File: config.mk
export PLATFORM = sky130hd
export DESIGN_NAME = spi_port
export DESIGN_NICKNAME = d
export VERILOG_FILES = /design/src/rtl/spi_pkg.sv /design/src/rtl/spi_sync.sv /design/src/rtl/spi_baud.sv /design/src/rtl/spi_port.sv
export SDC_FILE = /design/constraint.sdc
export NUM_CORES = 1
export LEC_CHECK = 0
export ABC_AREA = 1
export CAP_MARGIN = 20
export CORE_MARGIN = 8
export CORE_UTILIZATION = 62
export CTS_CLUSTER_DIAMETER = 120
export DETAILED_ROUTE_END_ITERATION = 16
export PLACE_DENSITY = 0.86
export SETUP_SLACK_MARGIN = 0.1
export SYNTH_ARGS = -nofsm -noshare
export SYNTH_HDL_FRONTEND = slang
export SYNTH_HIERARCHICAL = 1
export SYNTH_SLANG_ARGS = --single-unit
export TNS_END_PERCENT = 20
File: constraint.sdc
create_clock -name clk -period 5.3 [get_ports clk]
set_clock_uncertainty 0.15 [all_clocks]
set_input_delay 0.795 -clock clk [delete_from_list [all_inputs] [get_ports clk]]
set_output_delay 0.795 -clock clk [all_outputs]
set_load 0.02 [all_outputs]
File: src/rtl/spi_pkg.sv
package spi_pkg;
  typedef enum logic [1:0] {
    REG_CTRL = 2'd0,
    REG_DIV  = 2'd1,
    REG_TX   = 2'd2,
    REG_SEL  = 2'd3
  } spi_reg_e;

  typedef struct packed {
    logic cpha;
    logic cpol;
    logic master;
  } spi_mode_t;
endpackage

File: src/rtl/spi_sync.sv
module spi_sync #(
  parameter int W = 1,
  parameter logic [W-1:0] INIT = '0
) (
  input  logic         clk,
  input  logic         rst,
  input  logic [W-1:0] d,
  output logic [W-1:0] q
);
  logic [W-1:0] meta;

  always_ff @(posedge clk) begin
    if (rst) begin
      meta <= INIT;
      q    <= INIT;
    end else begin
      meta <= d;
      q    <= meta;
    end
  end
endmodule

File: src/rtl/spi_baud.sv
module spi_baud #(
  parameter int W = 16
) (
  input  logic         clk,
  input  logic         rst,
  input  logic         run,
  input  logic [W-1:0] div,
  output logic         tick
);
  logic [W-1:0] cnt;

  assign tick = run && (cnt == div);

  always_ff @(posedge clk) begin
    if (rst || !run || tick) cnt <= '0;
    else                     cnt <= cnt + 1'b1;
  end


  tick_gap_chk: assert property (@(posedge clk) disable iff (rst)
    (run && tick && div != '0) |=> !tick);
endmodule

File: src/rtl/spi_port.sv
module spi_port
  import spi_pkg::*;
#(
  parameter int WORD  = 8,
  parameter int DIV_W = 16,
  parameter int N_SEL = 4
) (
  input  logic             clk,
  input  logic             rst,
  input  logic             cfg_we,
  input  logic [1:0]       cfg_addr,
  input  logic [DIV_W-1:0] cfg_wdata,
  input  logic             rx_rd,
  output logic [WORD-1:0]  rx_data,
  output logic             tx_empty,
  output logic             rx_full,
  output logic             rx_ovf,
  output logic             tx_unf,
  output logic             busy,
  output logic             sclk_o,
  output logic             mosi_o,
  input  logic             miso_i,
  input  logic             sclk_i,
  input  logic             mosi_i,
  output logic             miso_o,
  input  logic             ss_n_i,
  output logic [N_SEL-1:0] sel_n_o
);
  localparam int CNT_W = $clog2(WORD + 1);
  localparam logic [CNT_W-1:0] LAST_BIT = CNT_W'(WORD - 1);
  localparam logic [CNT_W-1:0] ALL_BITS = CNT_W'(WORD);

  spi_mode_t        mode_q;
  logic [DIV_W-1:0] div_q;
  logic [N_SEL-1:0] sel_q;
  logic [WORD-1:0]  tx_buf, last_tx, tsr, rsr, rx_buf, load_word, word_rx;
  logic             tx_full, out_r, sclk_r, unf_pend;
  logic [CNT_W-1:0] bit_cnt;
  logic             s_ss, s_sclk, s_mosi, sclk_d, tick;
  logic             m_run, lead, trail, sample, shift, din, s_edge;
  logic             word_done, word_end, start_m, start_s, abort_s;
  logic             reload, load, stop_m, clr_flags, tx_wr;

  spi_sync #(.W(3), .INIT(3'b100)) u_sync (
    .clk(clk), .rst(rst),
    .d({ss_n_i, sclk_i, mosi_i}),
    .q({s_ss, s_sclk, s_mosi})
  );

  spi_baud #(.W(DIV_W)) u_baud (
    .clk(clk), .rst(rst), .run(m_run), .div(div_q), .tick(tick)
  );

  always_comb begin
    clr_flags = cfg_we && (cfg_addr == REG_CTRL) && cfg_wdata[3];
    tx_wr     = cfg_we && (cfg_addr == REG_TX);
    m_run     = busy && mode_q.master;
    s_edge    = busy && !mode_q.master && !s_ss && (s_sclk != sclk_d);
    if (mode_q.master) begin
      lead  = tick && (sclk_r == mode_q.cpol);
      trail = tick && (sclk_r != mode_q.cpol);
      din   = miso_i;
    end else begin
      lead  = s_edge && (s_sclk != mode_q.cpol);
      trail = s_edge && (s_sclk == mode_q.cpol);
      din   = s_mosi;
    end
    sample    = mode_q.cpha ? trail : lead;
    shift     = mode_q.cpha ? lead  : trail;
    word_rx   = {rsr[WORD-2:0], din};
    word_done = sample && (bit_cnt == LAST_BIT);
    word_end  = mode_q.cpha ? word_done : (trail && bit_cnt == ALL_BITS);
    start_m   = mode_q.master && !busy && tx_full;
    start_s   = !mode_q.master && !busy && !s_ss;
    abort_s   = !mode_q.master && busy && s_ss;
    reload    = word_end && (tx_full || !mode_q.master);
    load      = start_m || start_s || reload;
    stop_m    = word_end && mode_q.master && !tx_full;
    load_word = tx_full ? tx_buf : last_tx;
  end

  // configuration registers
  always_ff @(posedge clk) begin
    if (rst) begin
      mode_q <= '0;
      div_q  <= '0;
      sel_q  <= '1;
      tx_buf <= '0;
    end else if (cfg_we) begin
      case (cfg_addr)
        REG_CTRL: mode_q <= '{cpha: cfg_wdata[2], cpol: cfg_wdata[1], master: cfg_wdata[0]};
        REG_DIV:  div_q  <= cfg_wdata;
        REG_TX:   tx_buf <= cfg_wdata[WORD-1:0];
        default:  sel_q  <= cfg_wdata[N_SEL-1:0];
      endcase
    end
  end

  // transfer engine
  always_ff @(posedge clk) begin
    if (rst) begin
      busy <= 1'b0; bit_cnt <= '0; sclk_r <= 1'b0; sclk_d <= 1'b0;
      tsr <= '0; out_r <= 1'b0; last_tx <= '0; tx_full <= 1'b0;
      rsr <= '0; rx_buf <= '0; rx_full <= 1'b0; rx_ovf <= 1'b0;
      tx_unf <= 1'b0; unf_pend <= 1'b0;
    end else begin
      sclk_d <= s_sclk;

      if (start_m || start_s)      busy <= 1'b1;
      else if (abort_s || stop_m)  busy <= 1'b0;

      if (start_m || start_s || abort_s || word_end) bit_cnt <= '0;
      else if (sample)                               bit_cnt <= bit_cnt + 1'b1;

      if (m_run) begin
        if (tick) sclk_r <= ~sclk_r;
      end else begin
        sclk_r <= mode_q.cpol;
      end

      if (load) begin
        last_tx <= load_word;
        if (mode_q.cpha) begin
          tsr <= load_word;
        end else begin
          out_r <= load_word[WORD-1];
          tsr   <= load_word << 1;
        end
      end else if (shift) begin
        out_r <= tsr[WORD-1];
        tsr   <= tsr << 1;
      end

      if (tx_wr)                tx_full <= 1'b1;
      else if (load && tx_full) tx_full <= 1'b0;

      if (reload && !tx_full && !mode_q.master) unf_pend <= 1'b1;
      else if (lead || !busy || abort_s)         unf_pend <= 1'b0;

      if ((start_s && !tx_full) || (unf_pend && lead)) tx_unf <= 1'b1;
      else if (clr_flags)                              tx_unf <= 1'b0;

      if (sample) rsr <= word_rx;

      if (word_done && (!rx_full || rx_rd)) begin
        rx_buf  <= word_rx;
        rx_full <= 1'b1;
      end else if (rx_rd) begin
        rx_full <= 1'b0;
      end

      if (word_done && rx_full && !rx_rd) rx_ovf <= 1'b1;
      else if (clr_flags)                 rx_ovf <= 1'b0;
    end
  end

  assign rx_data  = rx_buf;
  assign tx_empty = !tx_full;
  assign sclk_o   = sclk_r;
  assign mosi_o   = out_r;
  assign miso_o   = out_r;
  assign sel_n_o  = sel_q;


  sclk_steady_chk: assert property (@(posedge clk) disable iff (rst)
    (m_run && !tick && !cfg_we) |=> $stable(sclk_r));

  rx_keep_chk: assert property (@(posedge clk) disable iff (rst)
    (rx_full && !rx_rd) |=> $stable(rx_buf));

  ovf_sticky_chk: assert property (@(posedge clk) disable iff (rst)
    (rx_ovf && !clr_flags) |=> rx_ovf);

  master_hold_chk: assert property (@(posedge clk) disable iff (rst)
    (mode_q.master && !tx_full && !busy && !cfg_we) |=> !busy);

  slave_drop_chk: assert property (@(posedge clk) disable iff (rst)
    (!mode_q.master && s_ss && !cfg_we) |=> !busy);

  bit_range_chk: assert property (@(posedge clk) disable iff (rst)
    bit_cnt <= ALL_BITS);
endmodule

==> results_dict.tcl <==
set metrics [dict create \
    synth_fp_nets 682 \
    max-cap-violations 0 \
    yosys-top-cells-count "nand2_1, dfxtp_1, nor2_1, inv_1, o21ai_0" \
    io_buffer_count 45 \
    leakagePower_nw 2.21 \
    grt_pass1_vias 4149 \
    initial_core_util_pct 62.8 \
    synth_top_family_by_area "simple AND/OR/NAND/NOR gates" \
    synthSimpleGateAreaFrac_pct 33.0 \
    synth_flop_cell "dfxtp_1" \
    synth_fa_ha_area_share_pct 0.789 \
    dr.pass1.iters 4 \
    cts_sinks 97 \
    fin_crit_sh_pct 55.4 \
    synth.top_cells.by_area "dfxtp_1, nand2_1, nor2_1, inv_1, o21ai_0" \
    yosysSeqAreaShare_pct 40.8 \
    worstSetupPathType "in -> reg" \
    cts_resized 0 \
    numCtsBuffers 9 \
    synth_compound_area_share_pct 11.2 \
    critical-path-max-stage-delay_ns 0.88 \
    synthDistinctLibCells 42 \
    synth_area_mm2 0.00476 \
    setup_tns_ns 0 \
    p_per_area_mw_per_mm2 261 \
    dpl_cell_area_mm2 0.00519 \
    drcViolationCount 0 \
    cts_tree "yes" \
    period_needed_ns 2.94 \
    ys_async_sr_fraction_pct 0 \
    root_buffer "clkbuf_8" \
    maxSlewViolCount 0 \
    viasPerCell 5.23 \
    grtUsageTotal_pct 19.3 \
    die_area_mm2 0.0107 \
    grt_pass1_wl_um 17800 \
    startpoint "rst" \
    vias 4167 \
    synth_cells 653 \
    die_w_um 104 \
    crit_fanout 38 \
    fmax_mhz 341 \
    critPathSlowestCell "inv_1" \
    seq_area_mm2 0.00194 \
    grt_max_degree 39 \
    synth_xor_xnor_area_share_pct 2.76 \
    yosys-mux-area-fraction_pct 1.26 \
    status "completed" \
    max-vdd-ir-drop_mv 0.129 \
    r2r_slack_ns 2.49 \
    finalWirelength_um 10300 \
    row_count 32 \
    area_growth_pct 13.4 \
    synth_edf_count 0 \
    layout-drive-gt1-share_pct 11.5 \
    dp_hpwl_um 7560 \
    cts.path.max_buffers 2 \
    synth_seq_cells 97 \
    crit_chain "clkdlybuf4s50_1, inv_1, buf_4, o21ai_0, a21oi_1" \
    critPathTopFamily "buffers and inverters" \
    ant_nets 0 \
    yosysWarnings 6 \
    cts.clk_slew.worst_paths_ns 0.10 \
    postCtsSetupBuffers 0 \
    n_fill_cell 581 \
    post_drt_wl_per_cell_um 12.9 \
    worstMarginPinSlew_ns 0.947 \
    setup_viol 0 \
    critPathLaunchType "input pin" \
    antennaDiodeCount 0 \
    min_from "u_sync/meta[0]" \
    rsz0062_at_grt "no" \
    final_area_mm2 0.00539 \
    multi_input_area_mm2 0.00233 \
    drt-initial-drc-count 192 \
    hold_violations 0 \
    die_h_um 104 \
    cp_data_arrival_time_ns 3.09 \
    antenna_found_initial 0 \
    core_area_mm2 0.00757 \
    synth_top_area_share_pct 40.8 \
    io_pins 46 \
    maxSlewHeadroom_pct 36.8 \
    htreeDepth 3 \
    synth.avg_cell_area_um2 7.28 \
    num-nets-final 718 \
    synth_top_area_cell "dfxtp_1" \
    cts_hold_buffers 0 \
    grt_remaining_overflow 0 \
    synth_most_common_cell "nand2_1" \
    finish.utilization_pct 71.3 \
    r2r_start "u_baud/cnt[7]" \
    place_congestion 0.890 \
    cp_data_required_time_ns 5.46 \
    critPathCaptureType "flip-flop" \
    cp_num_buf_inv 3 \
    holdCritPathClass "reg -> reg" \
    clk_latency_ns 0.37 \
    fin_hold_ws_ns 0.255 \
]
layout by cell type (no fill, tap or decap), drive strengths merged:
cell / count
o21ai: 59
nand4: 21
nor3: 10
a21oi: 36
nand3: 41
dfxtp: 97
nor2: 102
xor2: 10
a211oi: 1
o21a: 2
or2: 1
clkbuf: 10
nand3b: 1
clkdlybuf4s50: 45
xnor2: 5
buf: 1
mux2i: 6
clkinv: 3
inv: 89
a31oi: 2
o211ai: 1
ha: 3
nor3b: 1
or3: 1
clkinvlp: 1
nand2: 144
bufinv: 1
layer usage:
layer	vias to the layer above	wire (µm)	GRT usage, %
li1	2160	-	-
met1	1901	4440	21.4
met2	84	5150	34.4
met3	22	411	3.47
met4	0	252	9.97
met5	-	0	0
area by class of cell:
cell class / instances / share of cell area [%]
clock inverters: 6 / 1.39
repair buffers: 46 / 8.49
flip-flops and latches: 97 / 36.0
clock buffers: 10 / 2.37
well taps: 102 / 2.37
inverters: 88 / 6.13
multi-input cells: 447 / 43.2
where the power goes:
part           internal (W)  switching, W  leakage [nW]
sequential         0.000753     0.0000186         0.789
combinational     0.0000577     0.0000837          1.33
clock              0.000225      0.000268        0.0990
total               0.00104      0.000371          2.21
cells by family (layout without fill, tap and decap cells):
| logic type | count (synthesis) | count (layout) |
|---|---|---|
| xor gates and xnor gates | 15 | 15 |
| DFF | 97 | 97 |
| and+or+nand+nor | 322 | 322 |
| AOI/OAI and AO/OA | 101 | 101 |
| muxes | 6 | 6 |
| adders and majority gates | 3 | 3 |
| buffers and inverters | 109 | 150 |
sequential cells by signal, summed over array words and instances (netlist names), 3 cells and up:
register / count
rx_data: 8
u_baud/cnt: 16
tx_buf: 8
u_sync/meta: 3
u_sync/q: 3
tsr: 8
sel_n_o: 4
last_tx: 8
bit_cnt: 4
div_q: 16
mode_q: 3
rsr: 7
worst paths after layout:
path / cells past startpoint / end
min reg2reg: 2 / u_sync/q[0]
min: 2 / u_sync/q[0]
max: 5 / tx_buf[5]
max reg2reg: 17 / tsr[0]
tightest hold or removal path: stages, from the launching register on:
cell and delay (ns):
dfxtp_1 0.31, inv_1 0.04, nor2_1 0.03
stage by stage:
stage	total power [W]	worst slack, ns	instances
6_report	0.00141	2.36	796
5_1_grt	0.00146	2.11	796
4_1_cts	0.00141	2.34	796
3_5_place_dp	0.000928	1.95	780
3_3_place_gp	0.000923	2.06	780
2_1_floorplan	0.000880	3.02	653
No activity file was read; power rests on OpenSTA's default activity.
